<file path="config.mk">
export PLATFORM = sky130hd
export DESIGN_NAME = prd_walker
export DESIGN_NICKNAME = d
export VERILOG_FILES = /design/src/rtl/prdw_pkg.sv /design/src/rtl/prdw_fetch.sv /design/src/rtl/prdw_seq.sv /design/src/rtl/prd_walker.sv
export SDC_FILE = /design/constraint.sdc
export NUM_CORES = 1
export LEC_CHECK = 0
export CORE_MARGIN = 3
export CORE_UTILIZATION = 50
export CTS_BUF_LIST = sky130_fd_sc_hd__clkbuf_2
export CTS_CLUSTER_SIZE = 28
export DETAILED_ROUTE_END_ITERATION = 8
export DONT_BUFFER_PORTS = 1
export HOLD_SLACK_MARGIN = 0.08
export PLACE_DENSITY = 0.72
export SETUP_SLACK_MARGIN = 0.2
export SYNTH_ARGS = -nofsm -noshare
export SYNTH_HDL_FRONTEND = slang
export SYNTH_SLANG_ARGS = --single-unit
</file>
<file path="constraint.sdc">
create_clock -name clk -period 4 [get_ports clk]
set_input_delay 0.2 -clock clk [delete_from_list [all_inputs] [get_ports clk]]
set_output_delay 0.2 -clock clk [all_outputs]
set_load 0.005 [all_outputs]
</file>
<file path="src/rtl/prdw_pkg.sv">
package prdw_pkg;
    typedef enum logic [1:0] {
        WS_IDLE   = 2'd0,
        WS_FETCH  = 2'd1,
        WS_DECIDE = 2'd2,
        WS_XFER   = 2'd3
    } walk_st_e;

    localparam int DESC_WORDS = 4;
    localparam int WORD_W     = 32;
    localparam int MODE_W     = 4;
    localparam int ALIGN_BITS = 3;
    localparam int FLG_ORD    = 4;
    localparam int FLG_DIR    = 5;
    localparam int FLG_LAST   = 7;
    localparam int MODE_LSB   = 8;
endpackage

</file>
<file path="src/rtl/prdw_fetch.sv">
module prdw_fetch
    import prdw_pkg::*;
#(
    parameter int ADDR_W = 32,
    parameter int LEN_W  = 32
) (
    input  logic                 clk,
    input  logic                 rst_n,
    input  logic                 launch,
    input  logic [ADDR_W-1:0]    launch_ptr,
    input  logic                 rd_valid,
    input  logic [WORD_W-1:0]    rd_data,
    output logic                 rd_req,
    output logic [ADDR_W-1:0]    rd_addr,
    output logic                 fetch_done,
    output logic [ADDR_W-1:0]    d_addr,
    output logic [LEN_W-1:0]     d_len,
    output logic                 d_ord,
    output logic                 d_dir,
    output logic                 d_last,
    output logic [MODE_W-1:0]    d_mode,
    output logic [ADDR_W-1:0]    d_next
);
    localparam int IDX_W = $clog2(DESC_WORDS);
    localparam logic [IDX_W-1:0] LAST_IDX = IDX_W'(DESC_WORDS - 1);

    typedef struct packed {
        logic              active;
        logic [IDX_W-1:0]  widx;
        logic [ADDR_W-1:0] base;
        logic [ADDR_W-1:0] addr;
        logic [LEN_W-1:0]  len;
        logic              ord;
        logic              dir;
        logic              last;
        logic [MODE_W-1:0] mode;
        logic [ADDR_W-1:0] nxt;
    } fetch_s;

    fetch_s cur_q, nxt_d;
    logic   done_d;

    always_comb begin
        nxt_d  = cur_q;
        done_d = 1'b0;
        if (launch) begin
            nxt_d.active = 1'b1;
            nxt_d.widx   = '0;
            nxt_d.base   = launch_ptr;
        end else if (cur_q.active && rd_valid) begin
            case (cur_q.widx)
                2'd0: nxt_d.addr = rd_data[ADDR_W-1:0];
                2'd1: nxt_d.len  = rd_data[LEN_W-1:0];
                2'd2: begin
                    nxt_d.ord  = rd_data[FLG_ORD];
                    nxt_d.dir  = rd_data[FLG_DIR];
                    nxt_d.last = rd_data[FLG_LAST];
                    nxt_d.mode = rd_data[MODE_LSB +: MODE_W];
                end
                default: nxt_d.nxt = rd_data[ADDR_W-1:0];
            endcase
            if (cur_q.widx == LAST_IDX) begin
                nxt_d.active = 1'b0;
                done_d       = 1'b1;
            end else begin
                nxt_d.widx = cur_q.widx + 1'b1;
            end
        end
    end

    always_ff @(posedge clk) begin
        if (!rst_n) cur_q <= '0;
        else        cur_q <= nxt_d;
    end

    assign rd_req     = cur_q.active;
    assign rd_addr    = cur_q.base + ADDR_W'({cur_q.widx, 2'b00});
    assign fetch_done = done_d;
    assign d_addr     = cur_q.addr;
    assign d_len      = cur_q.len;
    assign d_ord      = cur_q.ord;
    assign d_dir      = cur_q.dir;
    assign d_last     = cur_q.last;
    assign d_mode     = cur_q.mode;
    assign d_next     = cur_q.nxt;

    AST_FETCH_BASE_ALIGNED: assert property (@(posedge clk) disable iff (!rst_n)
        (rd_req && cur_q.widx == '0) |-> (rd_addr[ALIGN_BITS-1:0] == '0));
    AST_NO_RELAUNCH_MIDFETCH: assert property (@(posedge clk) disable iff (!rst_n)
        launch |-> !rd_req);
    AST_READ_ADDR_HELD: assert property (@(posedge clk) disable iff (!rst_n)
        (rd_req && !rd_valid) |=> (rd_req && $stable(rd_addr)));
endmodule

</file>
<file path="src/rtl/prdw_seq.sv">
module prdw_seq
    import prdw_pkg::*;
#(
    parameter int ADDR_W = 32,
    parameter int LEN_W  = 32
) (
    input  logic              clk,
    input  logic              rst_n,
    input  logic              start,
    input  logic [ADDR_W-1:0] list_addr,
    input  logic              fetch_done,
    input  logic [LEN_W-1:0]  d_len,
    input  logic              d_last,
    input  logic [ADDR_W-1:0] d_next,
    input  logic              xfer_done,
    output logic              launch,
    output logic [ADDR_W-1:0] launch_ptr,
    output logic              xfer_req,
    output logic              chain_done,
    output logic              chain_err,
    output logic              busy
);
    typedef struct packed {
        walk_st_e st;
        logic     done;
        logic     err;
    } seq_s;

    seq_s cur_q, nxt_d;
    logic advance;

    always_comb begin
        nxt_d      = cur_q;
        nxt_d.done = 1'b0;
        nxt_d.err  = 1'b0;
        launch     = 1'b0;
        launch_ptr = list_addr;
        advance    = 1'b0;
        case (cur_q.st)
            WS_IDLE: begin
                if (start) begin
                    if (list_addr[ALIGN_BITS-1:0] != '0) begin
                        nxt_d.err = 1'b1;
                    end else begin
                        launch   = 1'b1;
                        nxt_d.st = WS_FETCH;
                    end
                end
            end
            WS_FETCH: begin
                if (fetch_done) nxt_d.st = WS_DECIDE;
            end
            WS_DECIDE: begin
                if (d_len != '0) nxt_d.st = WS_XFER;
                else             advance  = 1'b1;
            end
            default: begin
                if (xfer_done) advance = 1'b1;
            end
        endcase
        if (advance) begin
            if (d_last) begin
                nxt_d.done = 1'b1;
                nxt_d.st   = WS_IDLE;
            end else if (d_next[ALIGN_BITS-1:0] != '0) begin
                nxt_d.err = 1'b1;
                nxt_d.st  = WS_IDLE;
            end else begin
                launch     = 1'b1;
                launch_ptr = d_next;
                nxt_d.st   = WS_FETCH;
            end
        end
    end

    always_ff @(posedge clk) begin
        if (!rst_n) cur_q <= '{st: WS_IDLE, done: 1'b0, err: 1'b0};
        else        cur_q <= nxt_d;
    end

    assign xfer_req   = (cur_q.st == WS_XFER);
    assign chain_done = cur_q.done;
    assign chain_err  = cur_q.err;
    assign busy       = (cur_q.st != WS_IDLE);

    AST_DONE_ERR_EXCLUSIVE: assert property (@(posedge clk) disable iff (!rst_n)
        !(chain_done && chain_err));
    AST_DONE_ENDS_WALK: assert property (@(posedge clk) disable iff (!rst_n)
        chain_done |-> ($past(busy) && !busy));
    AST_REQ_HELD: assert property (@(posedge clk) disable iff (!rst_n)
        (xfer_req && !xfer_done) |=> xfer_req);
    AST_ERR_FROM_IDLE_START: assert property (@(posedge clk) disable iff (!rst_n)
        (chain_err && !$past(busy)) |-> $past(start && list_addr[ALIGN_BITS-1:0] != '0));
    AST_PULSE_SINGLE: assert property (@(posedge clk) disable iff (!rst_n)
        chain_done |=> !chain_done);
endmodule

</file>
<file path="src/rtl/prd_walker.sv">
module prd_walker
    import prdw_pkg::*;
#(
    parameter int ADDR_W = 32,
    parameter int LEN_W  = 32
) (
    input  logic              clk,
    input  logic              rst_n,
    input  logic              start,
    input  logic [ADDR_W-1:0] list_addr,
    output logic              rd_req,
    output logic [ADDR_W-1:0] rd_addr,
    input  logic              rd_valid,
    input  logic [31:0]       rd_data,
    output logic              xfer_req,
    output logic [ADDR_W-1:0] xfer_addr,
    output logic [LEN_W-1:0]  xfer_len,
    output logic              xfer_write,
    output logic              xfer_ordered,
    output logic [3:0]        xfer_mode,
    input  logic              xfer_done,
    output logic              chain_done,
    output logic              chain_err,
    output logic              busy
);
    logic              launch;
    logic [ADDR_W-1:0] launch_ptr;
    logic              fetch_done;
    logic              d_last;
    logic [ADDR_W-1:0] d_next;

    prdw_fetch #(.ADDR_W(ADDR_W), .LEN_W(LEN_W)) u_fetch (
        .clk        (clk),
        .rst_n      (rst_n),
        .launch     (launch),
        .launch_ptr (launch_ptr),
        .rd_valid   (rd_valid),
        .rd_data    (rd_data),
        .rd_req     (rd_req),
        .rd_addr    (rd_addr),
        .fetch_done (fetch_done),
        .d_addr     (xfer_addr),
        .d_len      (xfer_len),
        .d_ord      (xfer_ordered),
        .d_dir      (xfer_write),
        .d_last     (d_last),
        .d_mode     (xfer_mode),
        .d_next     (d_next)
    );

    prdw_seq #(.ADDR_W(ADDR_W), .LEN_W(LEN_W)) u_seq (
        .clk        (clk),
        .rst_n      (rst_n),
        .start      (start),
        .list_addr  (list_addr),
        .fetch_done (fetch_done),
        .d_len      (xfer_len),
        .d_last     (d_last),
        .d_next     (d_next),
        .xfer_done  (xfer_done),
        .launch     (launch),
        .launch_ptr (launch_ptr),
        .xfer_req   (xfer_req),
        .chain_done (chain_done),
        .chain_err  (chain_err),
        .busy       (busy)
    );

    AST_NONZERO_SEGMENT: assert property (@(posedge clk) disable iff (!rst_n)
        xfer_req |-> (xfer_len != '0));
    AST_NO_READ_DURING_XFER: assert property (@(posedge clk) disable iff (!rst_n)
        xfer_req |-> !rd_req);
    AST_FIELDS_STABLE: assert property (@(posedge clk) disable iff (!rst_n)
        (xfer_req && !xfer_done) |=> ($stable(xfer_addr) && $stable(xfer_len) && $stable(xfer_mode)));
    AST_READ_ONLY_BUSY: assert property (@(posedge clk) disable iff (!rst_n)
        rd_req |-> busy);
endmodule

</file>
======== Yosys cells after proc, flatten, opt, wreduce, memory -nomap -nowiden ========
Cells that the tools add are included.
word-level totals
  bits of input ports ..................... 69
  ROM bits ................................ 0
  register bits ........................... 142
  output and inout port bits .............. 107
  latch bits .............................. 0
  memories ................................ 0
  bits in writable memories ............... 0
  word-level logic and storage cells ...... 83
cells by class
  mux-type cells .......................... 33
  equality and inequality tests ........... 10
  shift-type cells ........................ 0
  $add $sub $neg .......................... 2
  order comparisons ....................... 0
  div/mod/pow operators ................... 0
  bitwise logic cells ..................... 4
  reductions and logical operators ........ 21
  $mul .................................... 0
operators by type and width
  cell                   count
  $mux W32               3
  $add A32 B4 Y32        1
  $reduce_bool A32 Y1    1
  $mux W1                19
  $mux W2                6
  $reduce_and A3 Y1      4
  $ne A3 B2 Y1 const B   3
  $eq A2 B2 Y1 const B   4
  $mux W3                2
  $pmux W2 S3            1
  $reduce_and A2 Y1      3
  $reduce_bool A2 Y1     3
  $reduce_bool A3 Y1     2
  $reduce_and A5 Y1      1
  $eq A2 B1 Y1 const B   2
  $logic_not A2 Y1       2
  $mux W4                1
  $not A1 Y1             4
  $reduce_bool A4 Y1     1
  $reduce_or A2 Y1       2
  $ne A3 B1 Y1 const B   1
  $reduce_or A3 Y1       1
  $add A2 B1 Y2 const B  1
  $pmux W1 S2            1
  $logic_and A1 B1 Y1    1

======== Logic depth before layout (Yosys ltp) ========
Gate-level depths: netlist of run 1.
  depth in word-level cells ............... 11
  depth in mapped cells ................... 9
  gate-level depth less buffers ........... 8

======== Cells and area by module ========
From an unflattened synthesis of run 1, not the netlist that was laid out.
unflattened totals
  cells, all modules ...................... 849
  area total of the unflattened synthesis .. 7473.4 um2
modules (own cells, without submodules)
  module      instances  seq. area each (um2)  cells an instance  area an instance (um2)
  prdw_fetch  1          2762.6                761                6680.2
  prdw_seq    1          80.1                  88                 793.3

======== Worst setup path before layout of run 1 ========
OpenSTA, ideal clock, no wires.
  path kind ............................... reg-to-reg
  start ................................... register u_seq.cur_q[2] in the netlist's numbering
  end ..................................... register u_fetch.cur_q, in the netlist u_fetch.d_addr[27]
  data arrival time ....................... 2.005 ns
  path buffers ............................ 1
  clock period less this slack ............ 2.132 ns
  stages on the path, launching flop included .. 10
  setup slack ............................. 1.868 ns
  required time ........................... 3.872 ns
  setup time .............................. 0.128 ns
  path through ............................ dfxtp_1 > inv_1 > ha_1 > nor4b_1 > nand4_1 > nor4_4 > nor4b_4 > buf_6 > mux2i_1 > nor2_1
between the ends
  cells in the longest elaborated chain, start to end .. 7
  elaborated cells between the ends (all ways) .. 11
  those cells by class .................... eq/ne: 2; mux: 5; bitwise: 1; reduce/logical: 3
RTL lines
  element                               RTL line          source
  start, declared                       prdw_seq.sv:29    seq_s cur_q, nxt_d;
  start signal, assigned                prdw_seq.sv:77    if (!rst_n) cur_q <= '{st: WS_IDLE, done: 1'b0, err: 1'b0};
  start signal, assigned                prdw_seq.sv:78    else cur_q <= nxt_d;
  $logic_not A2 Y1                      prdw_seq.sv:39    case (cur_q.st)
  $mux W1                               prdw_seq.sv:39
  $mux W1                               prdw_seq.sv:65    end else if (d_next[ALIGN_BITS-1:0] != '0) begin
  $mux W1                               prdw_seq.sv:62    if (d_last) begin
  $mux W1 *                             prdw_seq.sv:61    if (advance) begin
  $not A1 Y1 (no source line) *         n/a
  $reduce_and A3 Y1 (no source line) *  n/a
  end signal, assigned                  prdw_fetch.sv:73  else cur_q <= nxt_d;
  end, declared                         prdw_fetch.sv:40  fetch_s cur_q, nxt_d;
Every way passes the cells marked *; elsewhere a longest branch is shown, timed or not.
A chain may end at the register's enable or synchronous reset.

======== Worst setup path after layout of run 1 ========
  start ................................... register u_seq.cur_q[2] in the netlist's numbering
  end ..................................... register u_fetch.cur_q[117] in the netlist's numbering
between the ends
  cells in the longest elaborated chain, start to end .. 5
  elaborated cells between the ends (all ways) .. 10
  those cells by class .................... eq/ne: 2; mux: 6; reduce/logical: 2
RTL lines
  element           RTL line
  $logic_not A2 Y1  prdw_seq.sv:39
  $mux W1           prdw_seq.sv:39
  $mux W1           prdw_seq.sv:65
  $mux W1           prdw_seq.sv:62
  $mux W1           prdw_seq.sv:61
Parallel ways exist; a longest one is shown, timed or not.

==> results.sh, run 1 <==
export IMPL_finish_net_count=829
export IMPL_synth_area_leader_cell="dfxtp_1"
export IMPL_dr_first_iter_drc_count=476
export IMPL_clk_pin_slew_worst_setup_hold_paths_ps=230
export IMPL_synth_area_leaders="dfxtp_1 (43%), mux2i_1 (16%), nor2_1 (8.3%)"
export IMPL_fp_dieH_um=122
export IMPL_drv_slew=0
export IMPL_worst_path_largest_cell_delay_ps=990
export IMPL_cts_tree="done"
export IMPL_portion_of_the_post_synthesis_area_used_by_sequential_elements_pct=42.6
export IMPL_total_switching_power_uw=911
export IMPL_cells_along_the_critical_path="inv_1 -> ha_1 -> nand2_1 -> nor2b_2 -> nand2_1 -> dlygate4sd3_1 -> a311oi_1 -> dlygate4sd3_1"
export IMPL_run_status="finished clean"
export IMPL_placementRows=41
export IMPL_timing_slew_headroom_pct=14.0
export IMPL_reg_to_reg_endpoint="u_fetch.cur_q[117]$_SDFFE_PN0P_"
export IMPL_worstSetupPathType="flip-flop to flip-flop"
export IMPL_dp_hpwl_mm=11.7
export IMPL_combinationalPowerShare_pct=16.4
export IMPL_tritoncts_num_buffers=17
export IMPL_worst_endpoint_required_ps=4700
export IMPL_min_period_ps=3480
export IMPL_count_of_synthesis_stage_warnings_from_yosys=0
export IMPL_io_buffer_count=0
export IMPL_fin_skew_ps=39.0
export IMPL_setup_worst_path_end_class="flip-flop"
export IMPL_global_route_wire_length_before_repair_mm=27.5
export IMPL_cts_buffer_depth=2
export IMPL_core_region_area_sq_um=12800
export IMPL_io_pins=176
export IMPL_drt_wirelength_per_cell_um=18.8
export IMPL_final_antenna_net_count=0
export IMPL_rr_worst_depth=8
export IMPL_synth_top_area_share_pct=42.6
export IMPL_placedCellCount=802
export IMPL_grtUsageTotal_pct=23.7
export IMPL_floorplan_die_area_sq_um=14800
export IMPL_dr_pass1_iters=5
export IMPL_setup_viol_count_final=0
export IMPL_critical_path_max_fanout=30
export IMPL_route_final_wire_length_mm=17.6
export IMPL_timing_reg2reg_setup_slack_ps=520
export IMPL_worst_setup_path_start_kind="flip-flop"
export IMPL_leakage_nw=2.67
export IMPL_die_w_um=122
export IMPL_nFillCells=1095
export IMPL_postCtsResizedCells=0
export IMPL_clkPwrFrac_pct=30.8
export IMPL_h_tree_depth=4
export IMPL_netSwitchingFraction_pct=30.5
export IMPL_hold_ws_ps=178
export IMPL_share_of_the_clock_period_used_by_the_worst_path_after_layout_pct=87.0
export IMPL_slowest_stage="nor2b_2"
export IMPL_design_area_sq_um=7480
export IMPL_timing_hold_violations_final=0
export IMPL_drive_above_1_share_pct=5.78
export IMPL_globalRoute_totalOverflow=0
export IMPL_syn_cell_area_sq_um=6680
export IMPL_synth_cell_types=38
export IMPL_first_global_vias=4990
export IMPL_vias_per_cell=5.51
export IMPL_finalSetupTns_ps=0
export IMPL_cts_sinks=142
export IMPL_final_wtd_congestion=0.808
export IMPL_cp_arrival_ps=4180
export IMPL_timing_hold_worst_class="input pin to flip-flop"
export IMPL_hold_path_end="u_fetch.cur_q[112]$_SDFFE_PN0P_"
export IMPL_mappedNetlistNets=813
export IMPL_dpl_cell_area_sq_um=6210
export IMPL_vias=5149
export IMPL_clock_root_buffer="clkbuf_2"
export IMPL_timing_rr_start="u_seq.cur_q[2]$_SDFFE_PN0P_"
export IMPL_final_core_utilization_pct=58.3
export IMPL_post_synth_inst_count=732
export IMPL_number_of_synthesized_register_bits=142
export IMPL_vdd_ir_drop_worst_mv=0.176
export IMPL_worstMarginPinSlew_ps=1280
export IMPL_cap_viol_max_count=0
export IMPL_power_mw=2.98
export IMPL_detailedPlace_worstSlack_ps=1010
export IMPL_initial_util_pct=52.1
export IMPL_cell_depth_of_the_worst_min_delay_path=3
export IMPL_grt_start_max_net_pins=87
export IMPL_antenna_found_initial=2
export IMPL_fin_cells=934
export IMPL_grt_setup_unrepaired="false"
export IMPL_drt_drc_violations_left=0
export IMPL_hold_path_startpoint="list_addr[9]"
export IMPL_intPower_mw=2.07
export IMPL_seq_power_share_pct=52.9
export IMPL_power_density_cell_area_nw_per_um2=399
export IMPL_setup_ws_ps=520
export IMPL_syn_area_per_cell_sq_um=9.13
export IMPL_areaGrowthSynthToFinish_pct=11.9
export IMPL_worst_skew_pair_late_latency_ps=730
export IMPL_max_clock_freq_mhz=287
==> cells by family (layout without fill, tap and decap cells) <==
group	Yosys count	after routing	share of synthesized area, %
AND/OR/NAND/NOR	287	287	19.1
flip-flops	142	142	42.6
buffers and inverters	119	148	11.7
multiplexers	105	105	15.7
AO/OA/AOI/OAI	38	38	4.76
XOR/XNOR	29	29	3.80
adder cells (fa/ha/maj)	12	12	2.36
other	0	1	0
==> power by group through the flow <==
| stage | clock [mW] | sequential [mW] | combinational [mW] |
|---|---|---|---|
| after floorplan | 0 | 1.58 | 0.325 |
| after global placement | 0 | 1.60 | 0.344 |
| after detailed placement | 0 | 1.60 | 0.356 |
| after CTS | 0.943 | 1.57 | 0.479 |
| after global routing | 1.01 | 1.59 | 0.537 |
| final | 0.919 | 1.58 | 0.488 |
==> per-layer routing <==
layer	GRT usage [%]	share of wire [%]	up-vias	wire, um
met2	36.8	46	208	8080
li1	-	-	2444	-
met1	31.9	44	2468	7800
met5	0	0.040	-	7
met4	7.14	1.7	2	303
met3	7.43	7.8	27	1360
==> critical path: cells and delay by family (launching register included) <==
family	cells	cell delay (ps)
AO/OA/AOI/OAI	1	300
adder cells (fa/ha/maj)	1	230
buffers and inverters	3	1320
flip-flops	1	390
AND/OR/NAND/NOR	3	1210
==> cell usage in the layout (no fill, tap or decap), drive strengths merged, types with 5 or more instances in the layout <==
cell / Yosys / layout
nand2: 81 / 81
nor2: 149 / 149
nor4: 9 / 9
inv: 12 / 15
nor4b: 5 / 5
and3: 6 / 6
clkinv: 0 / 5
nor3: 10 / 10
xnor2: 18 / 18
nand3: 10 / 10
mux2i: 105 / 105
clkbuf: 23 / 17
ha: 11 / 11
buf: 84 / 5
dlygate4sd3: 0 / 99
a311oi: 30 / 30
xor2: 11 / 11
dfxtp: 142 / 142
nand4: 6 / 6
==> area by class of cell <==
| class | count | area, sq um | share of cell area, % |
|---|---|---|---|
| diodes | 1 | 2.50 | 0.0335 |
| repair buffers | 104 | 1030 | 13.8 |
| inverters | 12 | 47.5 | 0.636 |
| clock inverters | 15 | 188 | 2.51 |
| multi-input cells | 471 | 3070 | 41.0 |
| well taps | 172 | 215 | 2.88 |
| flip-flops and latches | 142 | 2840 | 38.0 |
| clock buffers | 17 | 85.1 | 1.14 |
==> synthesized netlist by cell type <==
master and instances:
nand3_1 10, nand4_1 6, ha_1 11, and4_1 1, nor4b_4 3, a21boi_1 1
nand2_1 81, mux2i_1 105, xnor2_1 18, nor2_1 148, and2_1 4, clkbuf_1 23
a21oi_1 3, buf_1 1, nor2b_1 1, xor2_1 11, or4_1 1, nor4_1 8
nor2_2 1, buf_6 9, nor3b_1 1, a31oi_1 1, inv_2 1, nor3_1 10
inv_1 11, a21o_1 1, nor4_4 1, nand2b_1 2, or3_1 1, nor4b_1 2
and3_1 6, dfxtp_1 142, buf_4 70, o41ai_1 1, buf_2 4, fa_1 1
a311oi_1 30, o32a_1 1
==> state kept, by name (all words and copies together), names as in the netlist <==
signal	cells
u_fetch.cur_q	34
u_fetch.d_addr	32
u_fetch.d_len	32
u_fetch.d_next	32
u_fetch.d_mode	4
u_seq.cur_q	2
u_fetch.d_dir	1
u_fetch.d_last	1
u_fetch.d_ord	1
u_fetch.rd_req	1
u_seq.chain_done	1
u_seq.chain_err	1
==> how the worst max path moves through the flow <==
stage	cells past startpoint	from	slack, ps	end
global route	8	u_seq.cur_q[2]$_SDFFE_PN0P_	280	u_fetch.cur_q[131]$_SDFFE_PN0P_
floorplan	9	u_seq.cur_q[2]$_SDFFE_PN0P_	1870	u_fetch.d_addr[27]$_SDFFE_PN0P_
CTS	7	u_fetch.cur_q[135]$_SDFFE_PP0P_	550	rd_addr[30]
finish	8	u_seq.cur_q[2]$_SDFFE_PN0P_	520	u_fetch.cur_q[117]$_SDFFE_PN0P_
global placement	8	u_seq.cur_q[2]$_SDFFE_PN0P_	1170	u_fetch.d_next[14]$_SDFFE_PN0P_
detailed placement	8	u_seq.cur_q[2]$_SDFFE_PN0P_	1010	u_fetch.d_next[26]$_SDFFE_PN0P_
==> repair_timing <==
| item | CTS | global route |
|---|---|---|
| buffers inserted | 0 | 0 |
| endpoints found under the hold margin | 139 | 0 |
| hold buffers | 99 | 0 |
| setup endpoints to repair | 0 | 0 |
(Power assumes the default switching activity.)
==> run 2, diff against run 1 <==
--- a/config.mk
+++ b/config.mk
@@ -5,15 +5,16 @@
 export SDC_FILE = /design/constraint.sdc
 export NUM_CORES = 1
 export LEC_CHECK = 0
+export BUFFER_PORTS_ARGS = -buffer_cell sky130_fd_sc_hd__buf_2
 export CORE_MARGIN = 3
 export CORE_UTILIZATION = 50
 export CTS_BUF_LIST = sky130_fd_sc_hd__clkbuf_2
 export CTS_CLUSTER_SIZE = 28
 export DETAILED_ROUTE_END_ITERATION = 8
-export DONT_BUFFER_PORTS = 1
 export HOLD_SLACK_MARGIN = 0.08
-export PLACE_DENSITY = 0.72
+export PLACE_DENSITY = 0.82
 export SETUP_SLACK_MARGIN = 0.2
 export SYNTH_ARGS = -nofsm -noshare
 export SYNTH_HDL_FRONTEND = slang
+export SYNTH_HIERARCHICAL = 1
 export SYNTH_SLANG_ARGS = --single-unit
==> run 2 against run 1 <==
- non-clock buffer count up 146
- synthesized area rose by 12%
- sequential cell count is the same
- worst setup slack better by 250 ps
- combinational power increased by 22%
- power shrank 0.60%
- first-iteration DRC count is 0.42% lower
- global-route usage is 0.48 points higher
- synthesized cell count rose by 16%
- sequential power fell by 3%
- worst hold slack worse by 32 ps
==> results.sh, run 2 <==
export IMPL_vias_per_cell=5.21
export IMPL_final_antenna_net_count=0
export IMPL_first_global_vias=5872
export IMPL_synth_most_common_cell="nand2_1"
export IMPL_run_status="finished clean"
export IMPL_nFillCells=1269
export IMPL_vdd_ir_drop_worst_mv=0.191
export IMPL_min_period_ps=3230
export IMPL_die_w_um=128
export IMPL_worst_skew_pair_late_latency_ps=730
export IMPL_synth_top_flop_cell="dfxtp_1"
export IMPL_final_wtd_congestion=0.875
export IMPL_drt_wirelength_per_cell_um=17.2
export IMPL_core_region_area_sq_um=14600
export IMPL_leakage_nw=3.46
export IMPL_io_pins=176
export IMPL_synth_common_cells="nand2_1 (213), dfxtp_1 (142), buf_4 (109), a21boi_1 (94), nor2b_1 (35)"
export IMPL_finish_net_count=1048
export IMPL_clk_pin_slew_worst_setup_hold_paths_ps=230
export IMPL_dp_hpwl_mm=13.3
export IMPL_power_mw=2.97
export IMPL_syn_cell_area_sq_um=7470
export IMPL_synth_area_leader_cell="dfxtp_1"
export IMPL_dr_first_iter_drc_count=474
export IMPL_global_route_wire_length_before_repair_mm=31.1
export IMPL_layout_commonest_cell="nand2_1"
export IMPL_dr_pass1_iters=7
export IMPL_leading_cell_types_in_the_layout_fill_and_taps_excluded="nand2_1 (213), buf_2 (174), dfxtp_1 (142), a21boi_1 (94), dlygate4sd3_1 (69)"
export IMPL_post_synth_inst_count=849
export IMPL_max_clock_freq_mhz=309
export IMPL_tritoncts_num_buffers=17
export IMPL_io_buffer_count=175
export IMPL_share_of_the_clock_period_used_by_the_worst_path_after_layout_pct=80.8
export IMPL_worstMarginPinSlew_ps=1230
export IMPL_syn_area_per_cell_sq_um=8.80
export IMPL_cts_buffer_depth=2
export IMPL_setup_worst_path_end_class="flip-flop"
export IMPL_cts_tree="done"
export IMPL_grtUsageTotal_pct=24.2
export IMPL_number_of_synthesized_register_bits=142
export IMPL_worst_setup_path_start_kind="flip-flop"
export IMPL_hold_ws_ps=145
export IMPL_drive_above_1_share_pct=25.1
export IMPL_worstSetupPathType="flip-flop to flip-flop"
export IMPL_finalSetupTns_ps=0
export IMPL_critical_path_max_fanout=10
export IMPL_cell_depth_of_the_worst_min_delay_path=2
export IMPL_post_cts_setup_buffer_count=0
export IMPL_count_of_synthesis_stage_warnings_from_yosys=6
export IMPL_synth_top_area_share_pct=38.0
export IMPL_grt_setup_unrepaired="false"
export IMPL_portion_of_the_post_synthesis_area_used_by_sequential_elements_pct=38.0
export IMPL_antenna_found_initial=0
export IMPL_timing_slew_headroom_pct=18.2
export IMPL_floorplan_die_area_sq_um=16400
export IMPL_cap_viol_max_count=0
export IMPL_ys_async_sr_fraction_pct=0
export IMPL_vias=6059
export IMPL_grt_start_max_net_pins=143
export IMPL_postCtsResizedCells=0
export IMPL_largest_register="u_fetch/cur_q"
export IMPL_route_final_wire_length_mm=20.0
export IMPL_timing_reg2reg_setup_slack_ps=770
export IMPL_synth_cell_types=47
export IMPL_timing_hold_worst_class="input pin to flip-flop"
export IMPL_detailedPlace_worstSlack_ps=825
export IMPL_mappedNetlistNets=931
export IMPL_areaGrowthSynthToFinish_pct=12.8
export IMPL_ctsHoldBuffers=69
export IMPL_fp_dieH_um=128
export IMPL_setup_ws_ps=767
export IMPL_setup_viol_count_final=0
export IMPL_drt_drc_violations_left=0
export IMPL_cts_sinks=142
export IMPL_h_tree_depth=4
export IMPL_initial_util_pct=51.2
export IMPL_globalRoute_totalOverflow=0
export IMPL_cp_arrival_ps=3880
export IMPL_fin_skew_ps=38.3
export IMPL_placementRows=44
export IMPL_timing_hold_violations_final=0
export IMPL_rr_worst_depth=15
export IMPL_worst_endpoint_required_ps=4650
export IMPL_clock_root_buffer="clkbuf_2"
export IMPL_post_synth_edffs=0
export IMPL_drv_slew=0
export IMPL_synth_area_leaders="dfxtp_1 (38%), buf_4 (11%), nand2_1 (11%)"
export IMPL_power_density_cell_area_nw_per_um2=352
export IMPL_largest_reg_flops=34
-- run 2: per-stage QoR --
stage | util [%] | area [sq um] | std cells
after global placement | 51.4 | 7510 | 1062
final | 57.8 | 8430 | 1164
after floorplan | - | 7470 | 849
after detailed placement | 51.4 | 7510 | 1062
after CTS | 57.8 | 8430 | 1163
after global routing | 57.8 | 8430 | 1163
-- run 2: final cells by class --
type	instances	area (sq um)	share of cell area (%)
Antenna cell	1	2.50	0.0297
Tap cell	184	230	2.73
Clock inverter	14	144	1.71
Multi-Input combinational cell	548	3480	41.3
Timing Repair Buffer	250	1610	19.1
Inverter	7	26.3	0.312
Sequential cell	142	2840	33.7
Clock buffer	18	90.1	1.07
-- run 2: worst paths after layout --
path                                    from                         endpoint
min reg2reg  u_fetch/d_addr[14]$_SDFFE_PN0P_  u_fetch/d_addr[14]$_SDFFE_PN0P_
min                                    rst_n   u_fetch/d_addr[2]$_SDFFE_PN0P_
max reg2reg      u_seq/cur_q[2]$_SDFFE_PN0P_      u_seq/cur_q[3]$_SDFFE_PN0P_
max              u_seq/cur_q[2]$_SDFFE_PN0P_      u_seq/cur_q[3]$_SDFFE_PN0P_
-- run 2: where the power goes --
part	internal [mW]	total [mW]	switching [mW]
clock network	0.287	0.831	0.545
registers	1.48	1.54	0.0630
logic	0.308	0.593	0.285
-- run 2: per-layer routing --
| layer | global-route usage (%) | share of wire, % | vias up |
|---|---|---|---|
| li1 | - | - | 2943 |
| met1 | 30.2 | 42 | 2836 |
| met2 | 40.4 | 49 | 241 |
| met3 | 5.92 | 6.7 | 39 |
| met4 | 8.93 | 2.8 | 0 |
| met5 | 0 | 0 | - |
-- run 2: cell families after synthesis --
group / share of synthesized area (%)
adder cells (fa/ha/maj): 2.28
flip-flops: 38.0
XOR/XNOR: 3.40
buffers and inverters: 15.4
AND/OR/NAND/NOR: 20.4
AO/OA/AOI/OAI: 11.7
multiplexers: 8.92
-- run 2: critical path, stage by stage (launching register included) --
cell,delay [ps]
dfxtp_1,480
inv_1,90
ha_1,210
nor4b_1,140
nand4_1,120
or4_4,170
a21oi_4,60
a31o_2,220
and3b_1,300
buf_4,230
and2_1,160
inv_1,40
a221oi_1,440
o31ai_1,170
mux2i_1,150
nor3b_1,180
